### config.mk
export PLATFORM = sky130hd
export DESIGN_NAME = psw_swap_ctrl
export DESIGN_NICKNAME = d
export VERILOG_FILES = /design/src/rtl/psw_swap_pkg.sv /design/src/rtl/psw_take_arbiter.sv /design/src/rtl/psw_mask_fsm.sv /design/src/rtl/psw_slot_bank.sv /design/src/rtl/psw_swap_ctrl.sv
export SDC_FILE = /design/constraint.sdc
export NUM_CORES = 2
export LEC_CHECK = 0
export ABC_CLOCK_PERIOD_IN_PS = 2700
export BUFFER_PORTS_ARGS = -buffer_cell sky130_fd_sc_hd__buf_2
export CAP_MARGIN = 20
export CORE_MARGIN = 4
export CORE_UTILIZATION = 61
export CTS_CLUSTER_DIAMETER = 100
export DETAILED_ROUTE_END_ITERATION = 8
export GPL_ROUTABILITY_DRIVEN = 0
export PLACE_DENSITY = 0.79
export REMOVE_ABC_BUFFERS = 1
export SLEW_MARGIN = 20
export SYNTH_ARGS = -nofsm -noshare
export SYNTH_HDL_FRONTEND = slang
export SYNTH_SLANG_ARGS = --single-unit
### constraint.sdc
create_clock -name clk -period 2.7 [get_ports clk]
set_input_delay 0.27 -clock clk [delete_from_list [all_inputs] [get_ports clk]]
set_output_delay 0.27 -clock clk [all_outputs]
set_load 0.01 [all_outputs]
### src/rtl/psw_swap_pkg.sv
package psw_swap_pkg;
    localparam int NUM_CLS = 6;
    localparam int CLS_W   = 3;

    // Class index = bit position = priority rank (0 highest)
    localparam int CLS_MCK = 0;
    localparam int CLS_SVC = 1;
    localparam int CLS_PGM = 2;
    localparam int CLS_EXT = 3;
    localparam int CLS_IO  = 4;
    localparam int CLS_RST = 5;

    typedef enum logic [1:0] {
        GRP_FREE     = 2'd0,
        GRP_EXT_BUSY = 2'd1,
        GRP_IO_BUSY  = 2'd2
    } grp_state_e;

    typedef enum logic {
        MCK_FREE = 1'b0,
        MCK_BUSY = 1'b1
    } mck_state_e;
endpackage

### src/rtl/psw_take_arbiter.sv
module psw_take_arbiter
    import psw_swap_pkg::*;
#(
    parameter int N = NUM_CLS
) (
    input  logic         clk,
    input  logic         rst_n,
    input  logic [N-1:0] req_i,
    input  logic         hold_i,
    input  logic [N-1:0] mask_i,
    output logic [N-1:0] grant_o
);
    logic [N-1:0] pend_q;
    logic [N-1:0] pend_all;
    logic [N-1:0] elig;
    logic [N-1:0] seen;

    assign pend_all = pend_q | req_i;
    assign elig     = pend_all & ~mask_i & {N{~hold_i}};

    // Fixed priority: lowest index wins
    for (genvar g = 0; g < N; g++) begin : g_prio
        if (g == 0) begin : g_first
            assign grant_o[g] = elig[g];
            assign seen[g]    = elig[g];
        end else begin : g_rest
            assign grant_o[g] = elig[g] & ~seen[g-1];
            assign seen[g]    = seen[g-1] | elig[g];
        end
    end

    always_ff @(posedge clk) begin
        if (!rst_n) begin
            pend_q <= '0;
        end else begin
            pend_q <= pend_all & ~grant_o;
        end
    end

    AST_GRANT_ONEHOT: assert property (@(posedge clk) disable iff (!rst_n)
        $onehot0(grant_o));

    for (genvar g = 0; g < N; g++) begin : g_chk
        AST_PEND_KEPT: assert property (@(posedge clk) disable iff (!rst_n)
            (pend_all[g] && !grant_o[g]) |=> pend_q[g]);
    end
endmodule

### src/rtl/psw_mask_fsm.sv
module psw_mask_fsm
    import psw_swap_pkg::*;
#(
    parameter int N  = NUM_CLS,
    parameter int CW = CLS_W
) (
    input  logic          clk,
    input  logic          rst_n,
    input  logic          take_ext_i,
    input  logic          take_io_i,
    input  logic          take_mck_i,
    input  logic          ret_ok_i,
    input  logic [CW-1:0] ret_class_i,
    output logic [N-1:0]  mask_o
);
    grp_state_e grp_q, grp_d;
    mck_state_e mck_q, mck_d;

    logic ret_ext, ret_io, ret_mck;
    assign ret_ext = ret_ok_i && (ret_class_i == CW'(CLS_EXT));
    assign ret_io  = ret_ok_i && (ret_class_i == CW'(CLS_IO));
    assign ret_mck = ret_ok_i && (ret_class_i == CW'(CLS_MCK));

    // State registers
    always_ff @(posedge clk) begin
        if (!rst_n) begin
            grp_q <= GRP_FREE;
            mck_q <= MCK_FREE;
        end else begin
            grp_q <= grp_d;
            mck_q <= mck_d;
        end
    end

    // Transitions
    always_comb begin
        grp_d = grp_q;
        unique case (grp_q)
            GRP_FREE: begin
                if (take_ext_i)     grp_d = GRP_EXT_BUSY;
                else if (take_io_i) grp_d = GRP_IO_BUSY;
            end
            GRP_EXT_BUSY: if (ret_ext) grp_d = GRP_FREE;
            GRP_IO_BUSY:  if (ret_io)  grp_d = GRP_FREE;
            default:      grp_d = GRP_FREE;
        endcase

        mck_d = mck_q;
        unique case (mck_q)
            MCK_FREE: if (take_mck_i) mck_d = MCK_BUSY;
            MCK_BUSY: if (ret_mck)    mck_d = MCK_FREE;
            default:  mck_d = MCK_FREE;
        endcase
    end

    // Outputs
    always_comb begin
        mask_o          = '0;
        mask_o[CLS_EXT] = (grp_q != GRP_FREE);
        mask_o[CLS_IO]  = (grp_q != GRP_FREE);
        mask_o[CLS_MCK] = (mck_q == MCK_BUSY);
    end

    AST_EXT_RET_UNMASK: assert property (@(posedge clk) disable iff (!rst_n)
        (grp_q == GRP_EXT_BUSY && ret_ext) |=> !mask_o[CLS_EXT]);
    AST_IO_HOLDS: assert property (@(posedge clk) disable iff (!rst_n)
        (grp_q == GRP_IO_BUSY && !ret_io) |=> (mask_o[CLS_IO] && mask_o[CLS_EXT]));
    AST_EXT_HOLDS: assert property (@(posedge clk) disable iff (!rst_n)
        (grp_q == GRP_EXT_BUSY && !ret_ext) |=> (mask_o[CLS_IO] && mask_o[CLS_EXT]));
    AST_MCK_HOLDS: assert property (@(posedge clk) disable iff (!rst_n)
        (mck_q == MCK_BUSY && !ret_mck) |=> mask_o[CLS_MCK]);
endmodule

### src/rtl/psw_slot_bank.sv
module psw_slot_bank
    import psw_swap_pkg::*;
#(
    parameter int PSW_W = 64,
    parameter int N     = NUM_CLS,
    parameter int CW    = CLS_W
) (
    input  logic                    clk,
    input  logic                    rst_n,
    input  logic [N-1:0]            save_i,
    input  logic [PSW_W-1:0]        cur_i,
    input  logic                    wr_valid_i,
    input  logic [CW-1:0]           wr_class_i,
    input  logic [PSW_W-1:0]        wr_data_i,
    output logic [N-1:0][PSW_W-1:0] old_o,
    output logic [N-1:0][PSW_W-1:0] new_o
);
    for (genvar g = 0; g < N; g++) begin : g_slot
        always_ff @(posedge clk) begin
            if (!rst_n) begin
                old_o[g] <= '0;
                new_o[g] <= '0;
            end else begin
                if (save_i[g])
                    old_o[g] <= cur_i;
                if (wr_valid_i && (wr_class_i == CW'(g)))
                    new_o[g] <= wr_data_i;
            end
        end

        AST_OLD_CAPTURE: assert property (@(posedge clk) disable iff (!rst_n)
            save_i[g] |=> (old_o[g] == $past(cur_i)));
    end
endmodule

### src/rtl/psw_swap_ctrl.sv
module psw_swap_ctrl
    import psw_swap_pkg::*;
#(
    parameter int              PSW_W     = 64,
    parameter int              ADDR_W    = 24,
    parameter logic [PSW_W-1:0] RESET_PSW = PSW_W'(64'h0000_0001_0000_0400)
) (
    input  logic              clk,
    input  logic              rst_n,
    input  logic [5:0]        req_i,
    input  logic              ret_valid_i,
    input  logic [2:0]        ret_class_i,
    input  logic              wr_valid_i,
    input  logic [2:0]        wr_class_i,
    input  logic [PSW_W-1:0]  wr_data_i,
    output logic [PSW_W-1:0]  cur_psw_o,
    output logic [ADDR_W-1:0] instr_addr_o,
    output logic [5:0]        taken_o,
    output logic [5:0]        mask_o
);
    localparam int N  = NUM_CLS;
    localparam int CW = CLS_W;

    logic [PSW_W-1:0]        cur_q, cur_d;
    logic [N-1:0]            taken_q;
    logic [N-1:0]            grant;
    logic [N-1:0]            mask;
    logic [N-1:0][PSW_W-1:0] old_s, new_s;
    logic [PSW_W-1:0]        sel_new, sel_old;
    logic                    ret_ok;

    assign ret_ok = ret_valid_i && (ret_class_i < CW'(N));

    psw_take_arbiter #(.N(N)) u_arb (
        .clk     (clk),
        .rst_n   (rst_n),
        .req_i   (req_i),
        .hold_i  (ret_ok),
        .mask_i  (mask),
        .grant_o (grant)
    );

    psw_mask_fsm #(.N(N), .CW(CW)) u_mask (
        .clk         (clk),
        .rst_n       (rst_n),
        .take_ext_i  (grant[CLS_EXT]),
        .take_io_i   (grant[CLS_IO]),
        .take_mck_i  (grant[CLS_MCK]),
        .ret_ok_i    (ret_ok),
        .ret_class_i (ret_class_i),
        .mask_o      (mask)
    );

    psw_slot_bank #(.PSW_W(PSW_W), .N(N), .CW(CW)) u_slots (
        .clk        (clk),
        .rst_n      (rst_n),
        .save_i     (grant),
        .cur_i      (cur_q),
        .wr_valid_i (wr_valid_i),
        .wr_class_i (wr_class_i),
        .wr_data_i  (wr_data_i),
        .old_o      (old_s),
        .new_o      (new_s)
    );

    // Slot selection and next-word choice
    always_comb begin
        sel_new = '0;
        sel_old = '0;
        for (int i = 0; i < N; i++) begin
            if (grant[i])
                sel_new = new_s[i];
            if (ret_class_i == CW'(i))
                sel_old = old_s[i];
        end
        cur_d = cur_q;
        if (ret_ok)
            cur_d = sel_old;
        else if (|grant)
            cur_d = sel_new;
    end

    always_ff @(posedge clk) begin
        if (!rst_n) begin
            cur_q   <= RESET_PSW;
            taken_q <= '0;
        end else begin
            cur_q   <= cur_d;
            taken_q <= grant;
        end
    end

    assign cur_psw_o    = cur_q;
    assign instr_addr_o = cur_q[ADDR_W-1:0];
    assign taken_o      = taken_q;
    assign mask_o       = mask;

    AST_MASKED_NOT_TAKEN: assert property (@(posedge clk) disable iff (!rst_n)
        ((grant & mask) == '0));
    AST_NEVER_MASKED: assert property (@(posedge clk) disable iff (!rst_n)
        (!mask_o[CLS_SVC] && !mask_o[CLS_PGM] && !mask_o[CLS_RST]));
    AST_TAKEN_ONEHOT: assert property (@(posedge clk) disable iff (!rst_n)
        $onehot0(taken_o));
    AST_RET_NO_TAKE: assert property (@(posedge clk) disable iff (!rst_n)
        ret_ok |=> (taken_o == '0));
    AST_RET_RESTORE: assert property (@(posedge clk) disable iff (!rst_n)
        ret_ok |=> (cur_psw_o == $past(sel_old)));
    AST_SWAP_LOADS: assert property (@(posedge clk) disable iff (!rst_n)
        (|grant) |=> (cur_psw_o == $past(sel_new)));
endmodule

==> metrics.cfg <==
[critical_path]
crit_end=cur_psw_o[57]
critical_path_depth=7
critical-path-slowest-cell=sky130_fd_sc_hd__a221oi_1
crit_path_max_incr_delay_ns=0.67
critPathTopFamily=compound AO/OA/AOI/OAI gates
cp.buffers_inverters=1
r2r_cells=7
peak_fanout_along_the_critical_path=13
register_to_register_setup_slack_ns=0.12
critPathArrivalTime_ns=3.07
required_ns=3.19
timing.rr.end=cur_psw_o[57]
critical_path_class=register to register
reg_to_reg_start=u_arb.pend_q[2]
cp-startpoint=u_arb.pend_q[2]
critical_path.endpoint_type=register
crit_path_start_kind=register
ordered_list_of_cells_on_the_worst_path=or4_1 -> nor3_4 -> buf_4 -> a222oi_1 -> o21ai_0 -> a221oi_1 -> o22ai_1

[run_status]
outcome=complete, but fails checks
violations=design-rule violations

[synth]
count_of_flip_flops_with_a_built_in_enable_after_synthesis=0
netlist_top_cells_area=sky130_fd_sc_hd__dfxtp_1 (48%), sky130_fd_sc_hd__nand2_1 (18%), sky130_fd_sc_hd__a21oi_1 (12%)
avgSynthCellArea_um2=7.764
yosysUniqueCellTypes=70
yosys_warnings=0
synth_flop_cell=sky130_fd_sc_hd__dfxtp_1
synth_area_mm2=0.03498
synthDominantCellAreaShare=0.4847
synth_sequential_area_ratio=0.4847
synthDominantAreaCellType=sky130_fd_sc_hd__dfxtp_1
ys_seq_elements=847
ys_async_sr_fraction=0
syn_inst=4506

[cts]
cts.clk_slew.worst_paths_ns=0.06
clockRootBuffer=sky130_fd_sc_hd__clkbuf_16
cts-buffers-inserted=85
clock_sinks=847
clock_tree_from_tritoncts=yes
post_cts.resized_instances=0
insertion_delay_ns=0.64
cts_htree_levels=3
cts_buffer_depth=3

[pwr]
powerDensity_mw_per_mm2=686.7
peakVddDrop_v=0.0005302
total_power_mw=27.61
leakage_nw=13.86

[job]
cap_violations=0

[placed_design]
io_buffer_count=176
hpwl_um=66300
dp_slack_ns=0.2604

[floorplan]
fp.dieH_um=247.5
num_rows=87
initial_utilization=0.6181
io_pins=180
dieArea_mm2=0.06125
dieWidth_um=247.5
core_area_mm2=0.05660

[finish]
finalCoreUtilization=0.7105
n_fill_cell=4452
final_net_count=4638
drive_gt1_frac=0.1183
syn2layout_area_growth_pct=14.95

[sta]
slew_at_the_pin_closest_to_its_max_slew_limit_ns=0.8075
grt_setup_unrepaired=false
min_period_ns=2.580
final_min_period_over_clock_period=0.9555
setup_tns_ns=0
post-route-worst-setup-slack_ns=0.1202
hold_viol=0
timing.slew.headroom=0.4617
number_of_pins_exceeding_their_max_slew_limit_in_the_final_report=0
fin_skew_ns=0.01867
clock.fmax_ghz=0.3876
setup-violations-final=0

[drt]
num_vias=33924
antenna_left=0
detail_route.first_pass.iterations=9
drt-vias-per-instance=6.301
drc=1
drt_first_iter_violations=4529
postRouteWirelength_um=115800
wl_per_cell_um=21.52

[global_routing]
grt_use_total=0.3657
grt.overflow.total=0
first_global_vias=31813
largest_net_degree_at_the_start_of_global_routing=98
grt_antenna_before_repair=4
grt_pass1_wl_um=178900

[worst_hold_path]
hold_path_class=input pin to register

## how the worst min path moves through the flow
stage                        from                 end  slack (ns)  cells after the start
6_report                 req_i[3]     u_arb.pend_q[3]        0.06                      3
5_1_grt                  req_i[3]     u_arb.pend_q[3]        0.09                      3
4_1_cts                  req_i[3]     u_arb.pend_q[3]        0.04                      3
3_5_place_dp   u_slots.old_o[347]  u_slots.old_o[347]        0.44                      2
3_3_place_gp   u_slots.old_o[228]  u_slots.old_o[228]        0.43                      2
2_1_floorplan               rst_n       cur_psw_o[18]        0.37                      2
## cell type report
type                       count  area, um^2  area share
antenna                        5       12.51   0.0003111
tap                          756       945.9     0.02352
inverter                       5       26.28   0.0006534
multi-input combinational   3255       16480      0.4097
clock inverter                31       339.1    0.008431
timing repair buffer         364        3014     0.07495
clock buffer                 121        2444     0.06076
sequential                   847       16960      0.4216
## cell usage in the layout, fill, tap and decap left out, types with 55 or more instances in the layout
master                             n
sky130_fd_sc_hd__mux2i_1          55
sky130_fd_sc_hd__nor2_1           88
sky130_fd_sc_hd__a21oi_1         853
sky130_fd_sc_hd__dlygate4sd3_1    65
sky130_fd_sc_hd__dfxtp_1         847
sky130_fd_sc_hd__o21ai_0         117
sky130_fd_sc_hd__buf_2           174
sky130_fd_sc_hd__clkbuf_16        86
sky130_fd_sc_hd__a221oi_1         57
sky130_fd_sc_hd__nand2_1        1653
sky130_fd_sc_hd__buf_4            80
## power by group
| part | internal, mW | switching [mW] | leakage, nW | total, mW |
|---|---|---|---|---|
| logic | 0.829 | 1.80 | 5.64 | 2.63 |
| registers | 12.8 | 0.306 | 6.85 | 13.1 |
| clock network | 6.88 | 5.02 | 1.37 | 11.9 |
| total | 20.5 | 7.13 | 13.9 | 27.6 |
## metrics by stage
step	area, um^2	hold slack [ns]	std cells
final	40220	0.06121	5384
after global routing	40210	0.09411	5382
after CTS	40200	0.04340	5379
after detailed placement	36770	0.4432	5162
after global placement	36770	0.4348	5162
after floorplan	33270	0.3732	4107
## cell families after synthesis
kind of cell / count (synthesis) / share of synthesized area
and+or+nand+nor: 1856 / 0.2076
AOI/OAI and AO/OA: 1279 / 0.2121
DFF: 847 / 0.4847
buffers and inverters: 406 / 0.04978
muxes: 117 / 0.04567
other: 1 / 0.0001072
## per-layer routing
metal | GRT usage | wire length [um]
met3 | 0.06925 | 13180
met1 | 0.4935 | 45160
met2 | 0.5741 | 52410
met5 | 0 | 0
met4 | 0.1653 | 5093
## state kept, by name, indices dropped and copies added, names as in the netlist
name           cells
u_slots.new_o    384
u_slots.old_o    384
cur_psw_o         64
taken_o            6
u_arb.pend_q       6
u_mask.grp_q       2
u_mask.mck_q       1
## cell usage after synthesis, drive strengths merged, types with 9 or more instances
master  instances
nand3          20
o21ai         126
mux2           31
clkbuf        266
mux4           31
dfxtp         847
nor3           21
nand4           9
o41ai          13
or3            10
a211oi         20
a21oi         854
o221a          10
a222oi         19
a22oi          20
o211ai         15
a221o          27
nor2           97
a22o           11
nand3b         12
buf           135
o22ai          47
a221oi         57
o221ai         13
nand2        1661
a21o            9
mux2i          55
## what timing repair did
item	4_1_cts	5_1_grt
hold endpoints to repair	385	0
buffers inserted	0	0
hold buffers	65	0
## worst register-to-register path: stages (launching register included)
cell                       delay, ns
sky130_fd_sc_hd__dfxtp_1        0.41
sky130_fd_sc_hd__or4_1          0.43
sky130_fd_sc_hd__nor3_4         0.06
sky130_fd_sc_hd__buf_4          0.22
sky130_fd_sc_hd__a222oi_1       0.31
sky130_fd_sc_hd__o21ai_0        0.15
sky130_fd_sc_hd__a221oi_1       0.67
sky130_fd_sc_hd__o22ai_1        0.19
No activity file was read; power rests on OpenSTA's default activity.
